[src/rtl/mchr_pkg.sv]
package mchr_pkg;
  typedef enum logic [1:0] {
    ADJ_NONE  = 2'd0,
    ADJ_SHORT = 2'd1,
    ADJ_LONG  = 2'd2
  } adj_e;

  typedef enum logic {
    ST_HUNT = 1'b0,
    ST_DATA = 1'b1
  } rx_st_e;
endpackage

[src/rtl/mchr_edge_sync.sv]
module mchr_edge_sync #(
  parameter int SYNC_STAGES = 2
) (
  input  logic clk,
  input  logic rst,
  input  logic sample_en,
  input  logic rx_in,
  output logic edge_any,
  output logic edge_fall
);
  logic [SYNC_STAGES-1:0] sync_q;
  logic                   prev_q;
  logic                   line_now;

  always_ff @(posedge clk) begin
    if (rst) begin
      sync_q <= '1;
      prev_q <= 1'b1;
    end else begin
      sync_q <= {sync_q[SYNC_STAGES-2:0], rx_in};
      if (sample_en) prev_q <= line_now;
    end
  end

  assign line_now  = sync_q[SYNC_STAGES-1];
  assign edge_any  = sample_en && (line_now != prev_q);
  assign edge_fall = edge_any && !line_now;
endmodule

[src/rtl/mchr_window.sv]
module mchr_window
  import mchr_pkg::*;
#(
  parameter int OVS       = 16,
  parameter int EARLY_MAX = 4,
  parameter int EARLY_MIN = 2,
  parameter int LATE_MIN  = 2,
  parameter int LATE_MAX  = 3,
  parameter int CW        = 5
) (
  input  logic [CW-1:0] cnt,
  input  logic          comp_on,
  output logic          in_win,
  output logic          win_end,
  output adj_e          adj
);
  localparam logic [CW-1:0] W_LO  = CW'(OVS - EARLY_MAX);
  localparam logic [CW-1:0] E_HI  = CW'(OVS - EARLY_MIN);
  localparam logic [CW-1:0] L_LO  = CW'(OVS + LATE_MIN);
  localparam logic [CW-1:0] W_HI  = CW'(OVS + LATE_MAX);

  always_comb begin
    in_win  = (cnt >= W_LO) && (cnt <= W_HI);
    win_end = (cnt == W_HI);
    adj     = ADJ_NONE;
    if (comp_on) begin
      if (cnt >= W_LO && cnt <= E_HI)      adj = ADJ_SHORT;
      else if (cnt >= L_LO && cnt <= W_HI) adj = ADJ_LONG;
    end
  end
endmodule

[src/rtl/mchr_deser.sv]
module mchr_deser #(
  parameter int DW = 8
) (
  input  logic          clk,
  input  logic          rst,
  input  logic          frame_start,
  input  logic          bit_strobe,
  input  logic          bit_val,
  output logic          last_bit,
  output logic [DW-1:0] data_out,
  output logic          data_valid
);
  localparam int IW = (DW > 1) ? $clog2(DW) : 1;
  localparam logic [IW-1:0] LAST = IW'(DW - 1);

  logic [IW-1:0] idx_q;
  logic [DW-1:0] sh_q;

  assign last_bit = (idx_q == LAST);

  always_ff @(posedge clk) begin
    if (rst) begin
      idx_q      <= '0;
      sh_q       <= '0;
      data_out   <= '0;
      data_valid <= 1'b0;
    end else begin
      data_valid <= 1'b0;
      if (frame_start) begin
        idx_q <= '0;
      end else if (bit_strobe) begin
        sh_q <= {bit_val, sh_q[DW-1:1]};
        if (last_bit) begin
          data_out   <= {bit_val, sh_q[DW-1:1]};
          data_valid <= 1'b1;
          idx_q      <= '0;
        end else begin
          idx_q <= idx_q + IW'(1);
        end
      end
    end
  end

  // a byte strobe only follows the strobe of the final bit
  a_r2_valid_after_last: assert property (@(posedge clk) disable iff (rst)
    data_valid |-> ($past(bit_strobe) && $past(last_bit)));

  // byte strobe lasts one clock
  a_r12_valid_single: assert property (@(posedge clk) disable iff (rst)
    data_valid |=> !data_valid);
endmodule

[src/rtl/mchr_rx.sv]
module mchr_rx
  import mchr_pkg::*;
#(
  parameter int OVS         = 16,
  parameter int EARLY_MAX   = 4,
  parameter int EARLY_MIN   = 2,
  parameter int LATE_MIN    = 2,
  parameter int LATE_MAX    = 3,
  parameter int DW          = 8,
  parameter int SYNC_STAGES = 2
) (
  input  logic          clk,
  input  logic          rst,
  input  logic          sample_en,
  input  logic          rx_in,
  input  logic          drift_en,
  input  logic          os16_sel,
  input  logic          pol_inv,
  output logic [DW-1:0] data_out,
  output logic          data_valid,
  output logic          mid_err
);
  localparam int WIN_HI = OVS + LATE_MAX;
  localparam int CW     = $clog2(WIN_HI + 2);
  localparam logic [CW-1:0] WIN_HI_C     = CW'(WIN_HI);
  localparam logic [CW-1:0] RELOAD_NOM   = CW'(WIN_HI + 1 - OVS);
  localparam logic [CW-1:0] RELOAD_SHORT = CW'(WIN_HI + 1 - (OVS - 1));
  localparam logic [CW-1:0] RELOAD_LONG  = CW'(WIN_HI + 1 - (OVS + 1));

  rx_st_e        st_q;
  logic [CW-1:0] cnt_q;
  logic          seen_q, sval_q;
  adj_e          sadj_q;

  logic    edge_any, edge_fall;
  logic    in_win, win_end, comp_on;
  adj_e    adj_now, adj_use;
  logic    hit_now, got, bit_now, bit_strobe, frame_start, last_bit;
  logic [CW-1:0] reload;

  mchr_edge_sync #(.SYNC_STAGES(SYNC_STAGES)) u_sync (
    .clk(clk), .rst(rst), .sample_en(sample_en), .rx_in(rx_in),
    .edge_any(edge_any), .edge_fall(edge_fall)
  );

  assign comp_on = drift_en && os16_sel;

  mchr_window #(
    .OVS(OVS), .EARLY_MAX(EARLY_MAX), .EARLY_MIN(EARLY_MIN),
    .LATE_MIN(LATE_MIN), .LATE_MAX(LATE_MAX), .CW(CW)
  ) u_win (
    .cnt(cnt_q), .comp_on(comp_on),
    .in_win(in_win), .win_end(win_end), .adj(adj_now)
  );

  always_comb begin
    hit_now     = edge_any && in_win;
    got         = seen_q || hit_now;
    bit_now     = seen_q ? sval_q : (edge_fall ^ pol_inv);
    adj_use     = seen_q ? sadj_q : adj_now;
    bit_strobe  = sample_en && (st_q == ST_DATA) && win_end && got;
    frame_start = (st_q == ST_HUNT) && edge_fall;
    unique case (adj_use)
      ADJ_SHORT: reload = RELOAD_SHORT;
      ADJ_LONG:  reload = RELOAD_LONG;
      default:   reload = RELOAD_NOM;
    endcase
  end

  mchr_deser #(.DW(DW)) u_deser (
    .clk(clk), .rst(rst), .frame_start(frame_start),
    .bit_strobe(bit_strobe), .bit_val(bit_now), .last_bit(last_bit),
    .data_out(data_out), .data_valid(data_valid)
  );

  always_ff @(posedge clk) begin
    if (rst) begin
      st_q    <= ST_HUNT;
      cnt_q   <= '0;
      seen_q  <= 1'b0;
      sval_q  <= 1'b0;
      sadj_q  <= ADJ_NONE;
      mid_err <= 1'b0;
    end else begin
      mid_err <= 1'b0;
      if (sample_en) begin
        unique case (st_q)
          ST_HUNT: begin
            if (edge_fall) begin
              st_q   <= ST_DATA;
              cnt_q  <= CW'(1);
              seen_q <= 1'b0;
            end
          end
          ST_DATA: begin
            if (win_end) begin
              seen_q <= 1'b0;
              if (got) begin
                cnt_q <= reload;
                if (last_bit) st_q <= ST_HUNT;
              end else begin
                mid_err <= 1'b1;
                st_q    <= ST_HUNT;
              end
            end else begin
              cnt_q <= cnt_q + CW'(1);
              if (hit_now && !seen_q) begin
                seen_q <= 1'b1;
                sval_q <= edge_fall ^ pol_inv;
                sadj_q <= adj_now;
              end
            end
          end
          default: st_q <= ST_HUNT;
        endcase
      end
    end
  end

  // no timing or state advance without a sample enable
  a_r11_frozen: assert property (@(posedge clk) disable iff (rst)
    !sample_en |=> ($stable(cnt_q) && $stable(st_q)));

  // without compensation every accepted bit restarts on the nominal count
  a_r8_fixed_period: assert property (@(posedge clk) disable iff (rst)
    (bit_strobe && !comp_on) |=> (cnt_q == RELOAD_NOM));

  // error only at the close of a data-bit window
  a_r7_err_at_end: assert property (@(posedge clk) disable iff (rst)
    mid_err |-> ($past(st_q) == ST_DATA && $past(cnt_q) == WIN_HI_C));

  // error lasts one clock and never coincides with a byte strobe
  a_r12_err_single: assert property (@(posedge clk) disable iff (rst)
    mid_err |=> !mid_err);
  a_r12_exclusive: assert property (@(posedge clk) disable iff (rst)
    !(mid_err && data_valid));
endmodule

[config.mk]
export PLATFORM = sky130hd
export DESIGN_NAME = mchr_rx
export DESIGN_NICKNAME = d
export VERILOG_FILES = /design/src/rtl/mchr_pkg.sv /design/src/rtl/mchr_edge_sync.sv /design/src/rtl/mchr_window.sv /design/src/rtl/mchr_deser.sv /design/src/rtl/mchr_rx.sv
export SDC_FILE = /design/constraint.sdc
export NUM_CORES = 1
export LEC_CHECK = 0
export BUFFER_PORTS_ARGS = -buffer_cell sky130_fd_sc_hd__buf_2
export CAP_MARGIN = 20
export CELL_PAD_IN_SITES_DETAIL_PLACEMENT = 0
export CELL_PAD_IN_SITES_GLOBAL_PLACEMENT = 1
export CORE_ASPECT_RATIO = 0.75
export CORE_MARGIN = 1.5
export CORE_UTILIZATION = 40
export DETAILED_ROUTE_END_ITERATION = 8
export HOLD_SLACK_MARGIN = 0.06
export PLACE_DENSITY = 0.72
export RECOVER_POWER = 100
export SYNTH_ARGS = -nofsm -noshare
export SYNTH_HDL_FRONTEND = slang
export SYNTH_HIERARCHICAL = 1
export SYNTH_SLANG_ARGS = --single-unit
export TNS_END_PERCENT = 100
[constraint.sdc]
create_clock -name clk -period 1.8 [get_ports clk]
set_clock_uncertainty 0.05 [all_clocks]
set_input_delay 0.36 -clock clk [delete_from_list [all_inputs] [get_ports clk]]
set_output_delay 0.36 -clock clk [all_outputs]
set_load 0.03 [all_outputs]
* After elaboration in Yosys (flattened, before gate mapping) *
Index checks and enable logic that the tools add are counted.
W data, S select, Z words.

storage, ports and cells
  output and inout bits = 10
  word-level logic and storage cells = 77
  bits of input ports = 7
  register bits after elaboration = 34

operators by class
  reductions and logical operators = 23
  equal/unequal tests = 8
  order comparisons = 4
  bitwise gates (word level) = 6
  add/subtract/negate cells = 2
  multiplexer cells = 22

operator list
  cell                   count
  $mux W5                3
  $logic_and A1 B1 Y1    12
  $mux W1                10
  $pmux W5 S2            1
  $reduce_and A3 Y1      3
  $mux W2                4
  $pmux W3 S2            1
  $add A5 B1 Y5 const B  1
  $eq A5 B5 Y1 const B   1
  $ge A5 B4 Y1 const B   1
  $ge A5 B5 Y1 const B   1
  $le A5 B4 Y1 const B   1
  $le A5 B5 Y1 const B   1
  $not A1 Y1             5
  $pmux W1 S2            2
  $reduce_and A4 Y1      1
  $reduce_or A4 Y1       1
  $add A3 B1 Y3 const B  1
  $eq A3 B3 Y1 const B   1
  $mux W3                1
  $ne A3 B1 Y1 const B   1
  $ne A3 B2 Y1 const B   1
  $reduce_or A3 Y1       1
  $eq A2 B1 Y1 const B   1
  8 further kinds        9

* Longest topological paths before layout *
Gate-level depths: netlist of the first run.

  depth after elaboration = 11
  mapped depth = 10
  mapped depth without buffers = 8

* Modules after synthesis *
Netlist of the first run, hierarchy kept.

modules (own cells, without submodules)
  module          cells each  times used  seq. area each (um2)  area an instance (um2)
  mchr_deser      78          1           380.4                 748.2
  mchr_rx         78          1           220.2                 710.7
  mchr_edge_sync  10          1           60.1                  112.6
  mchr_window     9           1           0.0                   45.0

* Worst setup path before layout of the first run *
No wires, ideal clock.

  path type = reg-to-reg
  from = register cnt_q[4]
  to = register u_deser.sh_q[7]
  stages on the path, launching flop included = 11
  path buffers = 3
  period minus slack after synthesis = 2.000 ns
  arrival = 1.821 ns
  slack = -0.200 ns
  library setup time = 0.129 ns
  data required time = 1.621 ns
  path through = dfxtp_1 or3b_1 nor2_1 buf_4 nand3_1 nor2_1 buf_6 nor2b_4 buf_6 mux2i_1 nor2_1

between the ends
  elaborated cells between the ends (all ways) = 9
  those cells by class = order compare: 2; eq/ne: 1; reduce/logical: 6

RTL lines
  element                             RTL line           source
  from (decl)                         mchr_rx.sv:31      logic [CW-1:0] cnt_q;
  from (signal assigned)              mchr_rx.sv:99      cnt_q <= reload;
  from (signal assigned)              mchr_rx.sv:106     cnt_q <= cnt_q + CW'(1);
  $eq A5 B5 Y1                        mchr_window.sv:24  win_end = (cnt == W_HI);
  named net win_end                   mchr_rx.sv:36      logic in_win, win_end, comp_on;
  $logic_and A1 B1 Y1 (2 in a row)    mchr_rx.sv:61      bit_strobe = sample_en && (st_q == ST_DATA) && win_end && got;
  named net bit_strobe                mchr_rx.sv:38      logic hit_now, got, bit_now, bit_strobe, frame_start, last_bit;
  $reduce_and A2 Y1 (no source line)  -
  to (signal assigned)                mchr_deser.sv:32   sh_q <= {bit_val, sh_q[DW-1:1]};
  to (decl)                           mchr_deser.sv:17   logic [DW-1:0] sh_q;

The timed path passes the listed nets, and every way through them passes these cells.
A chain may end at the register's enable or synchronous reset.

* Worst setup path after layout of the first run *
  from = register cnt_q[2]
  to = register cnt_q[0]

between the ends
  longest elaborated chain between the ends = 11
  elaborated cells between the ends (all ways) = 22
  those cells by class = order compare: 4; eq/ne: 4; mux: 8; reduce/logical: 6

RTL lines
  element                                              RTL line           source
  $ge A5 B5 Y1 / $le A5 B5 Y1 (equally long branches)  mchr_window.sv:28  else if (cnt >= L_LO && cnt <= W_HI) adj = ADJ_LONG;
  $logic_and A1 B1 Y1                                  mchr_window.sv:28
  $mux W2                                              mchr_window.sv:28
  $mux W2 (*)                                          mchr_window.sv:27  if (cnt >= W_LO && cnt <= E_HI) adj = ADJ_SHORT;
  $mux W2 (*)                                          mchr_window.sv:26  if (comp_on) begin
  named net adj_now[1]                                 mchr_rx.sv:37      adj_e adj_now, adj_use;
  $mux W2 (*)                                          mchr_rx.sv:60      adj_use = seen_q ? sadj_q : adj_now;
  $eq A2 B2 Y1 / $eq A2 B1 Y1 (equally long branches)  mchr_rx.sv:63      unique case (adj_use)
  $pmux W3 S2 (*)                                      mchr_rx.sv:63
  $mux W5 (*)                                          mchr_rx.sv:98      if (got) begin
  $mux W5 (*)                                          mchr_rx.sv:96      if (win_end) begin
  $pmux W5 S2 (*)                                      mchr_rx.sv:87      unique case (st_q)

The timed path passes the listed nets; every way through them passes the cells marked *. The select of a mux whose other input is x is not followed.

==> reports/qor.csv, run 1 <==
metric,value,unit
Most used DFF post-synth,dfxtp_1,
hold_ws,212,ps
Slew Limit Fails,0,
synth top area cells,"dfxtp_1, mux2i_1, nand2_1",
later-pin clock latency in the skew report,280,ps
Crit. End Element,register,
Die Area,0.00444,sq mm
CTS Buffer Depth,2,
Syn Std Cell Area,0.00162,sq mm
Initial Util,0.430,
Syn Area/Cell,9.24,sq um
final period utilization,1.04,
relative slew slack,0.579,
WP data arrival,2050,ps
io pins,17,
Fin. Hold Viols,0,
Fin Setup TNS,-466,ps
DR vias/cell,4.97,
Pleak,0.805,nW
Avg WL per Cell,13.2,um
CP Buf/Inv Count,0,
setup violators final,8,
number of clock sinks,33,
Yosys warnings,6,
Worst path max stage delay,430,ps
Cell Pwr Density,736,mW/mm^2
# port buffers,16,
first-pass GRT wire length,5.87,mm
cells along the critical path,or3b_4 -> nor2_2 -> mux2_2 -> ha_2 -> o2111ai_2 -> o211a_1,
Pre-antenna DRT Iters,4,
Mapped Cells,175,
list of most frequent post-synthesis cells,"dfxtp_1, nand2_1, a21oi_1, mux2i_1, nor2_1",
design area,0.00205,sq mm
clk root buf,clkbuf_8,
synth unique cells,43,
DR vias,1298,
register area share after synthesis,0.409,
Design Power,1.51,mW
Tmin final,1870,ps
Async SR Flop Fraction,0,
CTS Hold Buffers Added,0,
cell taking the most area after synthesis,dfxtp_1,
vias in the first global route,1236,
Die W,76.4,um
required time of the critical path,1970,ps
"count leader, synth",dfxtp_1,
outcome,finished with violations,
"flops & latches, synth",33,
dpl cell area,0.00186,sq mm
"Remaining Overflow, GRT",0,
Max Clock Freq,534,MHz
RSZ-0062 raised after global routing,true,
All-Layer GR Usage,0.170,
initial antenna violation count,0,
Layout area overhead,26.8,%
worst slew pin tran,632,ps
fraction of layout cells with a size suffix above 1,0.344,
"Reg clk slew, reported paths",70,ps
VDD IR max,0.432,mV
Tightest Hold Check Type,input pin to register,
Core Area,0.00376,sq mm
WS Path Type,register to register,
# DRC,0,
Routed WL,3.44,mm
Ant. Diodes,0,
row cnt,19,
Placer Congestion,0.869,
final worst setup slack,-73.6,ps
total CTS buffers,5,
H-tree levels,2,
Worst path slowest cell,or3b_4,
dpl hpwl,2.43,mm
Synth Net Count,187,
maxcap violations,0,
largest net degree at the start of global routing,36,
"EDFF count, synth",0,
Top Family by Delay on Critical Path,simple AND/OR/NAND/NOR gates,
# nets final,220,
Die Y,58.1,um
failing checks,setup timing,
CTS tree,yes,
"critical path fanouts, max",3,
area share of the largest cell type after synthesis,0.409,
antenna-violating nets left,0,
CP Launch Type,register,
number of DRC markers in iteration 0,61,
logic make-up (layout without fill, tap and decap cells):
logic type	Yosys count	count (layout)	synth area share
AO/OA/AOI/OAI	32	32	0.141
XOR/XNOR	3	3	0.0163
adder cells (fa/ha/maj)	5	5	0.0387
buffers and inverters	15	49	0.0588
flip-flops	33	33	0.409
multiplexers	16	16	0.101
AND/OR/NAND/NOR	71	71	0.235
flip-flops by register name, indices dropped and copies added, names as in the netlist, 2 cells and up:
signal and count:
u_deser/data_out 8, u_deser/sh_q 7, cnt_q 5, u_deser/idx_q 3
sadj_q 2, u_sync/sync_q 2
final cells by class:
class / count / area (sq um)
inverters: 6 / 22.5
well taps: 52 / 65.1
fillers: 364 / 1710
repair buffers: 35 / 214
clock buffers: 7 / 86.3
clock inverters: 1 / 30.0
multi-input cells: 127 / 967
flip-flops and latches: 33 / 664
metrics by stage:
step | setup WS [ps] | utilization | instances
6_report | -73.6 | 0.546 | 261
5_1_grt | -162 | 0.546 | 261
4_1_cts | -88.5 | 0.535 | 261
3_5_place_dp | -252 | 0.494 | 253
3_3_place_gp | -228 | 0.494 | 253
2_1_floorplan | -135 | - | 175
worst paths after layout:
path                                                   from                           to  slack [ps]  depth (start not counted)
worst max-delay path                  cnt_q[2]$_SDFFE_PP0P_        cnt_q[0]$_SDFFE_PP0P_         -70                          6
worst min-delay path                                  rx_in  u_sync/sync_q[0]$_SDFF_PP1_         210                          2
worst max register to register        cnt_q[2]$_SDFFE_PP0P_        cnt_q[0]$_SDFFE_PP0P_         -70                          6
worst min register to register  u_sync/sync_q[0]$_SDFF_PP1_  u_sync/sync_q[1]$_SDFF_PP1_         360                          1
power by group:
group	internal [mW]	switching (mW)	total [mW]
sequential	0.735	0.00288	0.737
clock	0.451	0.258	0.709
combinational	0.0264	0.0354	0.0618
total	1.21	0.296	1.51
metal layers:
| layer | GRT usage | wire length, um | up-vias |
|---|---|---|---|
| met5 | 0 | 0 | - |
| met4 | 0.0741 | 61 | 0 |
| met3 | 0.0535 | 106 | 7 |
| met2 | 0.240 | 1400 | 18 |
| met1 | 0.239 | 1870 | 607 |
| li1 | - | - | 666 |
cell usage in the layout (no fill, tap or decap), types with 3 or more instances in the layout:
cell type	netlist	layout
dfxtp_2	0	3
buf_2	1	6
xor2_1	3	3
nand2b_1	4	4
dfxtp_1	33	30
nor2b_1	5	4
nor3_1	5	5
nor2_1	12	9
inv_1	6	6
buf_4	2	18
clkbuf_1	2	11
ha_1	5	4
clkbuf_8	0	6
mux2i_1	13	12
a21oi_1	13	12
nand2_2	0	9
nand3_1	5	4
mux2_2	3	3
nand2_1	24	15
a21oi_2	2	3
what timing repair did:
item	in CTS	in global routing
cloned	0	0
endpoints found under the setup margin	21	23
buffers inserted	0	1
endpoints found under the hold margin	0	0
resized for setup	10	16
pin swaps	2	4
(Power assumes the default switching activity.)
==> run 2, diff against run 1 <==
--- a/config.mk
+++ b/config.mk
@@ -14,7 +14,7 @@
 export CORE_UTILIZATION = 40
 export DETAILED_ROUTE_END_ITERATION = 8
 export HOLD_SLACK_MARGIN = 0.06
-export PLACE_DENSITY = 0.72
+export PLACE_DENSITY_LB_ADDON = 0.15
 export RECOVER_POWER = 100
 export SYNTH_ARGS = -nofsm -noshare
 export SYNTH_HDL_FRONTEND = slang
==> constraint.sdc (replaced) <==
create_clock -name clk -period 1.6 [get_ports clk]
set_clock_uncertainty 0.05 [all_clocks]
set_input_delay 0.32 -clock clk [delete_from_list [all_inputs] [get_ports clk]]
set_output_delay 0.32 -clock clk [all_outputs]
set_load 0.03 [all_outputs]
==> reports/qor.csv, run 2 (same netlist as run 1, synthesis figures left out) <==
metric,value,unit
# nets final,236,
sw frac,0.226,
antenna-violating nets left,0,
final period utilization,1.19,
failing checks,setup timing,
fraction of layout cells with a size suffix above 1,0.431,
Slew Limit Fails,0,
Gate power share,0.051,
"commonest non-fill, non-tap cell in the layout",dfxtp_1,
later-pin clock latency in the skew report,280,ps
most frequent cells in the layout,"dfxtp_1, buf_4, nand2_1, mux2i_1, clkbuf_1",
CP most frequent cell,nor2_4,
Max Clock Freq,523,MHz
hold endpoint,u_sync/sync_q[0]$_SDFF_PP1_,
Pre-antenna DRT Iters,4,
Die W,76.4,um
Clk pwr share,0.396,
number of clock sinks,33,
Tightest Hold Check Type,input pin to register,
Placer Congestion,0.804,
CTS tree,yes,
Layout area overhead,39.0,%
final worst setup slack,-312,ps
Cell Pwr Density,668,mW/mm^2
Initial Util,0.430,
clk root buf,clkbuf_8,
Worst Reg-to-Reg Cells,7,
DR vias/cell,5.10,
worst slew pin tran,874,ps
Crit. End Element,register,
hold_ws,177,ps
outcome,finished with violations,
"Remaining Overflow, GRT",0,
WS Path Type,register to register,
H-tree levels,2,
io pins,17,
setup violators final,30,
post-route insts no fill,277,
Place WS,-387,ps
CTS Buffer Depth,2,
Die Y,58.1,um
Die Area,0.00444,sq mm
Routed WL,3.82,mm
Fin Setup TNS,-6030,ps
Worst path slowest cell,or3b_4,
RSZ-0062 raised after global routing,true,
R2R Setup Slk,-310,ps
All-Layer GR Usage,0.188,
relative slew slack,0.417,
Pleak,0.891,nW
Core Area,0.00376,sq mm
cells along the critical path,or3b_4 -> nor2_4 -> nand3_4 -> nor2_4 -> nor2b_4 -> mux2i_1 -> nor2_1,
DR vias,1412,
DP Cell Count,261,
dpl cell area,0.00194,sq mm
maxcap violations,0,
# port buffers,16,
Reg power frac,0.553,
required time of the critical path,1720,ps
Post-Route Utilization,0.598,
Design Power,1.50,mW
most flop-heavy register,u_deser/data_out,
largest net degree at the start of global routing,21,
total CTS buffers,5,
Worst R2R Start,cnt_q[3]$_SDFFE_PP0P_,
Hold Path Cell Cnt,2,
reg-to-reg endpoint,u_deser/sh_q[7]$_SDFFE_PP0P_,
"critical path fanouts, max",7,
FILL cells,348,
number of DRC markers in iteration 0,47,
net switching power,0.339,mW
row cnt,19,
max reg flops,8,
Ant. Diodes,0,
vias in the first global route,1357,
Tmin final,1910,ps
design area,0.00225,sq mm
CP Launch Type,register,
"Reg clk slew, reported paths",70,ps
# DRC,0,
VDD IR max,0.445,mV
WP data arrival,2030,ps
largest registers,"u_deser/data_out: 8 flops, u_deser/sh_q: 7 flops, cnt_q: 5 flops",
first-pass GRT wire length,6.37,mm
Worst path max stage delay,430,ps
hold path startpoint,rx_in,
Avg WL per Cell,13.8,um
initial antenna violation count,0,
Int Pwr,1.16,mW
dpl hpwl,2.59,mm
Fin. Hold Viols,0,
[run 2: changes by cell type in the layout (fill, tap and decap cells not counted), sizes merged]
cell,before,now
clkinv,0,2
bufinv,1,0
buf,25,40
[run 2: timing repair]
action / CTS / global route
endpoints found under the setup margin: 28 / 30
pin swaps: 10 / 10
setup buffers: 6 / 4
hold buffers: 0 / 0
gates resized for setup: 33 / 11
[run 2: how the worst max path moves through the flow]
stage	start	to	slack [ps]	cells after the start
6_report	cnt_q[3]$_SDFFE_PP0P_	u_deser/sh_q[7]$_SDFFE_PP0P_	-310	7
5_1_grt	cnt_q[3]$_SDFFE_PP0P_	u_deser/sh_q[7]$_SDFFE_PP0P_	-370	7
4_1_cts	cnt_q[3]$_SDFFE_PP0P_	u_deser/sh_q[7]$_SDFFE_PP0P_	-300	8
3_5_place_dp	cnt_q[3]$_SDFFE_PP0P_	u_deser/sh_q[7]$_SDFFE_PP0P_	-390	7
3_3_place_gp	cnt_q[3]$_SDFFE_PP0P_	u_deser/sh_q[3]$_SDFFE_PP0P_	-320	7
2_1_floorplan	cnt_q[4]$_SDFFE_PP0P_	u_deser/sh_q[7]$_SDFFE_PP0P_	-330	10
[run 2: routing by layer]
| layer | GRT usage | part of all wire |
|---|---|---|
| met5 | 0 | 0 |
| met4 | 0.0714 | 0.018 |
| met3 | 0.0488 | 0.038 |
| met2 | 0.298 | 0.46 |
| met1 | 0.248 | 0.48 |
[run 2: final cells by class]
class,count,area [sq um],share of cell area
multi-input combinational,127,1050,0.468
inverter,6,22.5,0.0100
tap,52,65.1,0.0290
timing repair buffer,51,360,0.160
sequential,33,664,0.296
clock buffer,6,72.6,0.0323
clock inverter,2,10.0,0.00445
[run 2: worst max-delay path: cells and delay by family, from the launching register on]
kind | cells | cell delay, ps
flops | 1 | 320
mux | 1 | 250
simple gates | 6 | 1170
[run 2: power by group through the flow]
stage | combinational (mW) | clock [mW] | sequential [mW]
detailed placement | 0.0719 | 0 | 0.848
floorplan | 0.0398 | 0 | 0.848
global route | 0.0834 | 0.668 | 0.829
global placement | 0.0713 | 0 | 0.848
CTS | 0.0753 | 0.625 | 0.829
finish | 0.0771 | 0.594 | 0.830
